[src/rtl/tcwg_pkg.sv]
package tcwg_pkg;
  localparam int CNT_W = 8;

  typedef enum logic [1:0] {
    MODE_FREE  = 2'b00,
    MODE_DUAL  = 2'b01,
    MODE_LIMIT = 2'b10,
    MODE_SLOPE = 2'b11
  } cnt_mode_t;

  typedef enum logic [1:0] {
    ACT_OFF = 2'b00,
    ACT_TOG = 2'b01,
    ACT_CLR = 2'b10,
    ACT_SET = 2'b11
  } out_act_t;

  typedef enum logic [1:0] {
    SEL_CTRL = 2'd0,
    SEL_CMPA = 2'd1,
    SEL_CMPB = 2'd2,
    SEL_NONE = 2'd3
  } wr_sel_t;
endpackage

[src/rtl/tcwg_regs.sv]
module tcwg_regs
  import tcwg_pkg::*;
#(
  parameter int W = CNT_W
) (
  input  logic         clk,
  input  logic         rst,
  input  logic         wr_en,
  input  logic [1:0]   wr_sel,
  input  logic [W-1:0] wr_data,
  output cnt_mode_t    mode_lo,
  output logic         mode_hi,
  output out_act_t     act_a,
  output out_act_t     act_b,
  output logic [W-1:0] cmp_a,
  output logic [W-1:0] cmp_b
);
  logic [7:0]   ctrl_q;
  logic [W-1:0] cmpa_q, cmpb_q;

  always_ff @(posedge clk) begin
    if (rst) begin
      ctrl_q <= '0;
      cmpa_q <= '0;
      cmpb_q <= '0;
    end else if (wr_en) begin
      unique case (wr_sel_t'(wr_sel))
        SEL_CTRL: ctrl_q <= wr_data[7:0];
        SEL_CMPA: cmpa_q <= wr_data;
        SEL_CMPB: cmpb_q <= wr_data;
        default:  ;
      endcase
    end
  end

  assign mode_lo = cnt_mode_t'(ctrl_q[1:0]);
  assign mode_hi = ctrl_q[2];
  assign act_b   = out_act_t'(ctrl_q[5:4]);
  assign act_a   = out_act_t'(ctrl_q[7:6]);
  assign cmp_a   = cmpa_q;
  assign cmp_b   = cmpb_q;

  // select 3 leaves every register as it was
  a_r12_sel_none_hold: assert property (@(posedge clk) disable iff (rst)
    (wr_en && wr_sel == 2'd3) |=> ($stable(ctrl_q) && $stable(cmpa_q) && $stable(cmpb_q)));
endmodule

[src/rtl/tcwg_counter.sv]
module tcwg_counter
  import tcwg_pkg::*;
#(
  parameter int W = CNT_W
) (
  input  logic         clk,
  input  logic         rst,
  input  cnt_mode_t    mode_lo,
  input  logic [W-1:0] top,
  output logic [W-1:0] cnt,
  output logic         up,
  output logic         at_top,
  output logic         at_bottom
);
  localparam logic [W-1:0] ONE = W'(1);

  logic [W-1:0] cnt_q, cnt_d;
  logic         up_q, up_d;

  always_comb begin
    cnt_d = cnt_q + ONE;
    up_d  = 1'b1;
    unique case (mode_lo)
      MODE_FREE: cnt_d = cnt_q + ONE;
      MODE_LIMIT, MODE_SLOPE: begin
        if (cnt_q >= top) cnt_d = '0;
      end
      MODE_DUAL: begin
        if (up_q) begin
          if (cnt_q >= top) begin
            up_d  = 1'b0;
            cnt_d = (top == '0) ? '0 : top - ONE;
          end else begin
            up_d  = 1'b1;
            cnt_d = cnt_q + ONE;
          end
        end else begin
          if (cnt_q == '0) begin
            up_d  = 1'b1;
            cnt_d = (top == '0) ? '0 : ONE;
          end else begin
            up_d  = 1'b0;
            cnt_d = cnt_q - ONE;
          end
        end
      end
      default: ;
    endcase
  end

  always_ff @(posedge clk) begin
    if (rst) begin
      cnt_q <= '0;
      up_q  <= 1'b1;
    end else begin
      cnt_q <= cnt_d;
      up_q  <= up_d;
    end
  end

  assign cnt       = cnt_q;
  assign up        = up_q;
  assign at_top    = (cnt_q == top);
  assign at_bottom = (cnt_q == '0);

  // clear-on-limit returns to zero once TOP is reached
  a_r2_limit_wrap: assert property (@(posedge clk) disable iff (rst)
    (mode_lo == MODE_LIMIT && cnt_q >= top) |=> (cnt_q == '0));
  // dual slope turns upward after touching zero
  a_r4_dual_turn_up: assert property (@(posedge clk) disable iff (rst)
    (mode_lo == MODE_DUAL && !up_q && cnt_q == '0) |=> up_q);
  // dual slope moves by exactly one between consecutive counts
  a_r4_dual_step: assert property (@(posedge clk) disable iff (rst)
    (mode_lo == MODE_DUAL && top != '0 && $past(mode_lo) == MODE_DUAL && cnt_q <= top && $past(cnt_q) <= $past(top))
      |=> (cnt_q == $past(cnt_q) + ONE || cnt_q == $past(cnt_q) - ONE));
endmodule

[src/rtl/tcwg_channel.sv]
module tcwg_channel
  import tcwg_pkg::*;
#(
  parameter int W          = CNT_W,
  parameter bit IS_PRIMARY = 1'b0
) (
  input  logic         clk,
  input  logic         rst,
  input  cnt_mode_t    mode_lo,
  input  logic         mode_hi,
  input  out_act_t     act,
  input  logic [W-1:0] cnt,
  input  logic [W-1:0] cmp,
  input  logic [W-1:0] top,
  input  logic         up,
  input  logic         at_top,
  input  logic         at_bottom,
  output logic         wave,
  output logic         connected
);
  logic match, skip_match;
  logic do_set, do_clr, do_tog;
  logic wave_q;

  assign match = (cnt == cmp);

  generate
    if (IS_PRIMARY) begin : g_primary
      assign skip_match = act[1] && (cmp == top);
    end else begin : g_secondary
      assign skip_match = 1'b0;
    end
  endgenerate

  always_comb begin
    do_set    = 1'b0;
    do_clr    = 1'b0;
    do_tog    = 1'b0;
    connected = 1'b0;
    unique case (mode_lo)
      MODE_FREE, MODE_LIMIT: begin
        connected = (act != ACT_OFF);
        if (match) begin
          do_tog = (act == ACT_TOG);
          do_clr = (act == ACT_CLR);
          do_set = (act == ACT_SET);
        end
      end
      MODE_SLOPE: begin
        if (act == ACT_TOG) begin
          connected = IS_PRIMARY && mode_hi;
          do_tog    = connected && match;
        end else if (act != ACT_OFF) begin
          connected = 1'b1;
          if (match && !skip_match) begin
            do_clr = (act == ACT_CLR);
            do_set = (act == ACT_SET);
          end else if (at_bottom) begin
            do_set = (act == ACT_CLR);
            do_clr = (act == ACT_SET);
          end
        end
      end
      MODE_DUAL: begin
        if (act == ACT_TOG) begin
          connected = IS_PRIMARY && mode_hi;
          do_tog    = connected && match;
        end else if (act != ACT_OFF) begin
          connected = 1'b1;
          if (skip_match) begin
            if (at_top) begin
              do_clr = (act == ACT_CLR);
              do_set = (act == ACT_SET);
            end
          end else if (match) begin
            if (up == (act == ACT_CLR)) do_clr = 1'b1;
            else                        do_set = 1'b1;
          end
        end
      end
      default: ;
    endcase
  end

  always_ff @(posedge clk) begin
    if (rst)         wave_q <= 1'b0;
    else if (do_tog) wave_q <= ~wave_q;
    else if (do_set) wave_q <= 1'b1;
    else if (do_clr) wave_q <= 1'b0;
  end

  assign wave = wave_q;

  // toggle action inverts the waveform on a match
  a_r3_toggle_match: assert property (@(posedge clk) disable iff (rst)
    ((mode_lo == MODE_FREE || mode_lo == MODE_LIMIT) && act == ACT_TOG && match) |=> (wave_q != $past(wave_q)));
  // non-inverting single slope is high after BOTTOM without a match
  a_r5_slope_bottom_set: assert property (@(posedge clk) disable iff (rst)
    (mode_lo == MODE_SLOPE && act == ACT_CLR && at_bottom && !match) |=> wave_q);
  // dual slope non-inverting clears on an up-count match
  a_r6_dual_up_clear: assert property (@(posedge clk) disable iff (rst)
    (mode_lo == MODE_DUAL && act == ACT_CLR && match && up && !skip_match) |=> !wave_q);
  // a disconnected channel never moves its waveform
  a_r10_off_hold: assert property (@(posedge clk) disable iff (rst)
    (!connected) |=> $stable(wave_q));
endmodule

[src/rtl/tcwg_top.sv]
module tcwg_top
  import tcwg_pkg::*;
#(
  parameter int W = CNT_W
) (
  input  logic         clk,
  input  logic         rst,
  input  logic         wr_en,
  input  logic [1:0]   wr_sel,
  input  logic [W-1:0] wr_data,
  input  logic         dir_a,
  input  logic         dir_b,
  input  logic         port_a,
  input  logic         port_b,
  output logic [W-1:0] count,
  output logic         pin_a,
  output logic         pin_b,
  output logic         ovr_a,
  output logic         ovr_b,
  output logic         drv_a,
  output logic         drv_b
);
  localparam int NCH = 2;

  cnt_mode_t    mode_lo;
  logic         mode_hi;
  out_act_t     act_a, act_b;
  logic [W-1:0] cmp_a, cmp_b, top;
  logic [W-1:0] cnt;
  logic         up, at_top, at_bottom;
  logic         top_from_a;

  out_act_t     ch_act  [NCH];
  logic [W-1:0] ch_cmp  [NCH];
  logic [NCH-1:0] ch_wave, ch_conn, ch_port, ch_pin;

  tcwg_regs #(.W(W)) regs_i (
    .clk(clk), .rst(rst), .wr_en(wr_en), .wr_sel(wr_sel), .wr_data(wr_data),
    .mode_lo(mode_lo), .mode_hi(mode_hi), .act_a(act_a), .act_b(act_b),
    .cmp_a(cmp_a), .cmp_b(cmp_b)
  );

  assign top_from_a = (mode_lo == MODE_LIMIT) ||
                      (mode_hi && (mode_lo == MODE_SLOPE || mode_lo == MODE_DUAL));
  assign top = top_from_a ? cmp_a : '1;

  tcwg_counter #(.W(W)) cnt_i (
    .clk(clk), .rst(rst), .mode_lo(mode_lo), .top(top),
    .cnt(cnt), .up(up), .at_top(at_top), .at_bottom(at_bottom)
  );

  assign ch_act[0]  = act_a;
  assign ch_act[1]  = act_b;
  assign ch_cmp[0]  = cmp_a;
  assign ch_cmp[1]  = cmp_b;
  assign ch_port    = {port_b, port_a};

  generate
    for (genvar g = 0; g < NCH; g++) begin : g_ch
      tcwg_channel #(.W(W), .IS_PRIMARY(g == 0)) ch_i (
        .clk(clk), .rst(rst), .mode_lo(mode_lo), .mode_hi(mode_hi),
        .act(ch_act[g]), .cnt(cnt), .cmp(ch_cmp[g]), .top(top), .up(up),
        .at_top(at_top), .at_bottom(at_bottom),
        .wave(ch_wave[g]), .connected(ch_conn[g])
      );
      assign ch_pin[g] = ch_conn[g] ? ch_wave[g] : ch_port[g];
    end
  endgenerate

  assign count = cnt;
  assign pin_a = ch_pin[0];
  assign pin_b = ch_pin[1];
  assign ovr_a = ch_conn[0];
  assign ovr_b = ch_conn[1];
  assign drv_a = dir_a;
  assign drv_b = dir_b;

  // channel B in a PWM mode with the toggle code stays on the port
  a_r7_b_tog_pwm_off: assert property (@(posedge clk) disable iff (rst)
    ((mode_lo == MODE_SLOPE || mode_lo == MODE_DUAL) && act_b == ACT_TOG) |-> (pin_b == port_b));
  // one cycle after reset both channels are released
  a_r1_reset_release: assert property (@(posedge clk)
    $past(rst) |-> (!ovr_a && !ovr_b && count == '0));
endmodule

[config.mk]
export PLATFORM = sky130hd
export DESIGN_NAME = tcwg_top
export DESIGN_NICKNAME = d
export VERILOG_FILES = /design/src/rtl/tcwg_pkg.sv /design/src/rtl/tcwg_regs.sv /design/src/rtl/tcwg_counter.sv /design/src/rtl/tcwg_channel.sv /design/src/rtl/tcwg_top.sv
export SDC_FILE = /design/constraint.sdc
export NUM_CORES = 1
export LEC_CHECK = 0
export BUFFER_PORTS_ARGS = -buffer_cell sky130_fd_sc_hd__clkbuf_2
export CORE_ASPECT_RATIO = 1.25
export CORE_MARGIN = 2
export CORE_UTILIZATION = 45
export DETAILED_ROUTE_END_ITERATION = 8
export HOLD_SLACK_MARGIN = 0.12
export PLACE_DENSITY = 0.65
export SLEW_MARGIN = 20
export SYNTH_ARGS = -nofsm -noshare
export SYNTH_HDL_FRONTEND = slang
export SYNTH_HIERARCHICAL = 1
export SYNTH_SLANG_ARGS = --single-unit
[constraint.sdc]
create_clock -name clk -period 8.16 [get_ports clk]
set_input_delay 1.224 -clock clk [delete_from_list [all_inputs] [get_ports clk]]
set_output_delay 1.224 -clock clk [all_outputs]
set_load 0.02 [all_outputs]
==> results.sh <==
export IMPL_status="finished clean"
export IMPL_ant_nets=0
export IMPL_cts_htree_levels=2
export IMPL_r2r_slack_ps=5050
export IMPL_core_area_um2=6210
export IMPL_die_h_um=93.6
export IMPL_whs_ps=494
export IMPL_clkSinkCount=34
export IMPL_diodes=0
export IMPL_wl_mm=6.92
export IMPL_avgRoutedWirePerCell_um=15.8
export IMPL_drc=0
export IMPL_ctsHoldBuffers=0
export IMPL_clk_path_buf_depth=2
export IMPL_area_delta_synth_final_pct=8.05
export IMPL_num_rows=32
export IMPL_seqPwrFrac=0.446
export IMPL_setup_viol=0
export IMPL_stdcell_area_um2=3120
export IMPL_cts_resized=0
export IMPL_ioPinCount=31
export IMPL_synthAdderAreaFrac=0.0563
export IMPL_clkPwrFrac=0.336
export IMPL_synthArstFlopShare=0
export IMPL_clock_fmax_mhz=321
export IMPL_yosys_top_cells_area="dfxtp_1 (24%), mux2i_1 (8.7%), xor2_1 (8.5%)"
export IMPL_syn_cell_area_um2=2890
export IMPL_place_hpwl_mm=5.25
export IMPL_synth_edf_count=0
export IMPL_yosysWarningCount=6
export IMPL_internal_power_mw=0.281
export IMPL_seqCellArea_um2=681
export IMPL_netlist_instances=336
export IMPL_die_area_um2=7090
export IMPL_synth_top_cell_by_area="dfxtp_1"
export IMPL_fillers=612
export IMPL_rr_worst_depth=8
export IMPL_multi_input_area_um2=2040
export IMPL_cts_tree="yes"
export IMPL_place_area_um2=3030
export IMPL_max_slew_margin=0.551
export IMPL_critical_path_arrival_ps=3290
export IMPL_drtPass1Iterations=4
export IMPL_muxShareOfSynthArea=0.103
export IMPL_setup_ws_ps=5050
export IMPL_die_width_um=75.7
export IMPL_gp_congestion=0.870
export IMPL_timing_rr_end="cnt_i/cnt[1]"
export IMPL_period_share=0.382
export IMPL_tns_ps=0
export IMPL_drv_cap=0
export IMPL_worst_setup_path_start_kind="flop"
export IMPL_synth_compound_area_frac=0.129
export IMPL_ys_types=66
export IMPL_grt_pass1_vias=2364
export IMPL_crit_fanout=18
export IMPL_root_buffer="clkbuf_8"
export IMPL_final_common_cell="nand2b_1"
export IMPL_drt_iter0_markers=117
export IMPL_syn_nets=366
export IMPL_peakVddDrop_uv=98.5
export IMPL_endpoint="cnt_i/cnt[1]"
export IMPL_power_frac_comb=0.218
export IMPL_fin_util=0.503
export IMPL_post_cts_buffers=0
export IMPL_yosysTopAreaCellShare=0.235
export IMPL_p_per_area_nw_per_um2=133
export IMPL_rsz0062_at_grt="no"
export IMPL_synth_seq_cells=34
export IMPL_overflow=0
export IMPL_cp_required_ps=8340
export IMPL_cts_made_buffers=5
export IMPL_antenna_found_initial=0
export IMPL_hold_path_class="reg -> reg"
export IMPL_start_util=0.466
export IMPL_avgSynthCellArea_um2=8.61
export IMPL_critical_path_startpoint="regs_i/ctrl_q[0]"
export IMPL_post_drt_via_cell_ratio=5.51
export IMPL_drv_slew=0
export IMPL_min_from="regs_i/cmp_b[7]"
export IMPL_clkTransAtPathRegs_ps=80
export IMPL_hold_viol=0
export IMPL_drive_gt1_frac=0.169
export IMPL_switchingPower_mw=0.135
export IMPL_fin_nets=383
export IMPL_cellLeakagePower_nw=1.44
export IMPL_grt_pass1_wl_mm=11.4
export IMPL_r2r_start="regs_i/ctrl_q[0]"
export IMPL_post_place_ws_ps=5100
export IMPL_synth_top_family_by_area="simple AND/OR/NAND/NOR gates"
export IMPL_worst_pin_slew_ps=668
export IMPL_fin_skew_ps=9.75
export IMPL_clkLatencyLatePin_ps=290
export IMPL_synth_seq_area_share=0.235
export IMPL_synth_flop_cell="dfxtp_1"
export IMPL_vias=2420
export IMPL_synth_simple_area_share=0.292
export IMPL_grt_total_usage=0.211
export IMPL_path_class="reg -> reg"
export IMPL_swShare=0.325
export IMPL_fin_crit_ps=3110
export IMPL_endpoint_kind="flop"
export IMPL_synth_xor_area_share=0.124
export IMPL_final_cell_mix="nand2b_1 (36), dfxtp_1 (34), xor2_1 (28)"
export IMPL_grt_max_degree=41
export IMPL_port_buffers=26
==> worst max-delay path, stage by stage (launching register included) <==
cell     delay (ps)
dfxtp_1         670
mux2i_2         420
or2_1           310
inv_1            70
ha_1            360
nand4_2         150
o31ai_1         620
nor3b_1         100
o31a_1          290
==> logic make-up (layout without fill, tap and decap cells) <==
logic type,count (synthesis),count (layout)
adder cells (fa/ha/maj),13,13
buffers and inverters,35,53
AO/OA/AOI/OAI,53,53
multiplexers,29,29
flip-flops,34,34
AND/OR/NAND/NOR,131,131
XOR/XNOR,41,41
==> routing by layer <==
metal / share of wire / vias to the layer above / GRT usage
met2: 0.52 / 57 / 0.372
met1: 0.43 / 1131 / 0.252
met4: 0.020 / 0 / 0.0789
met5: 0 / - / 0
met3: 0.035 / 10 / 0.0291
li1: - / 1222 / -
==> worst min path at each step <==
| stage | end | cells past startpoint |
|---|---|---|
| after floorplan | regs_i/ctrl_q[6] | 2 |
| after global placement | regs_i/cmp_b[1] | 2 |
| after detailed placement | regs_i/cmp_b[3] | 2 |
| after CTS | regs_i/cmp_b[3] | 2 |
| after global routing | regs_i/cmp_b[7] | 2 |
| final | regs_i/cmp_b[7] | 2 |
==> power groups by stage <==
stage          clock [mW]  sequential [mW]  combinational, mW
2_1_floorplan           0            0.186             0.0702
3_5_place_dp            0            0.189             0.0901
5_1_grt             0.150            0.187             0.0994
4_1_cts             0.144            0.185             0.0909
3_3_place_gp            0            0.189             0.0898
6_report            0.140            0.185             0.0904
==> state kept, by name, summed over array words and instances, names as in the netlist <==
signal / count
cnt_i/up: 1
cnt_i/cnt: 8
g_ch.ch_i/wave: 2
regs_i/cmp_b: 8
regs_i/cmp_a: 8
regs_i/ctrl_q: 7
==> cell type report <==
cell class / instances / share of cell area
Multi-Input combinational cell: 267 / 0.652
Sequential cell: 34 / 0.218
Timing Repair Buffer: 26 / 0.0416
Tap cell: 85 / 0.0340
Clock buffer: 6 / 0.0264
Inverter: 19 / 0.0228
Clock inverter: 2 / 0.00521
==> synth_stat cells (3+ instances only) <==
master,count
a21oi_1,10
nand2_1,8
ha_1,13
nor2_1,21
nor3b_1,5
nor3_1,9
a31oi_1,8
nor4_2,7
xnor2_1,13
mux2i_1,25
dfxtp_1,34
inv_1,18
nand2b_1,36
clkbuf_1,8
xor2_1,28
o21ai_0,6
nand4_1,6
nand3_1,7
and3_1,4
or2_1,8
a21o_1,3
o21ai_1,5
==> metrics by stage <==
| stage | instances | total power, mW |
|---|---|---|
| 6_report | 439 | 0.416 |
| 5_1_grt | 439 | 0.437 |
| 4_1_cts | 439 | 0.420 |
| 3_5_place_dp | 431 | 0.279 |
| 3_3_place_gp | 431 | 0.279 |
| 2_1_floorplan | 336 | 0.256 |
No activity file was read; power rests on OpenSTA's default activity.
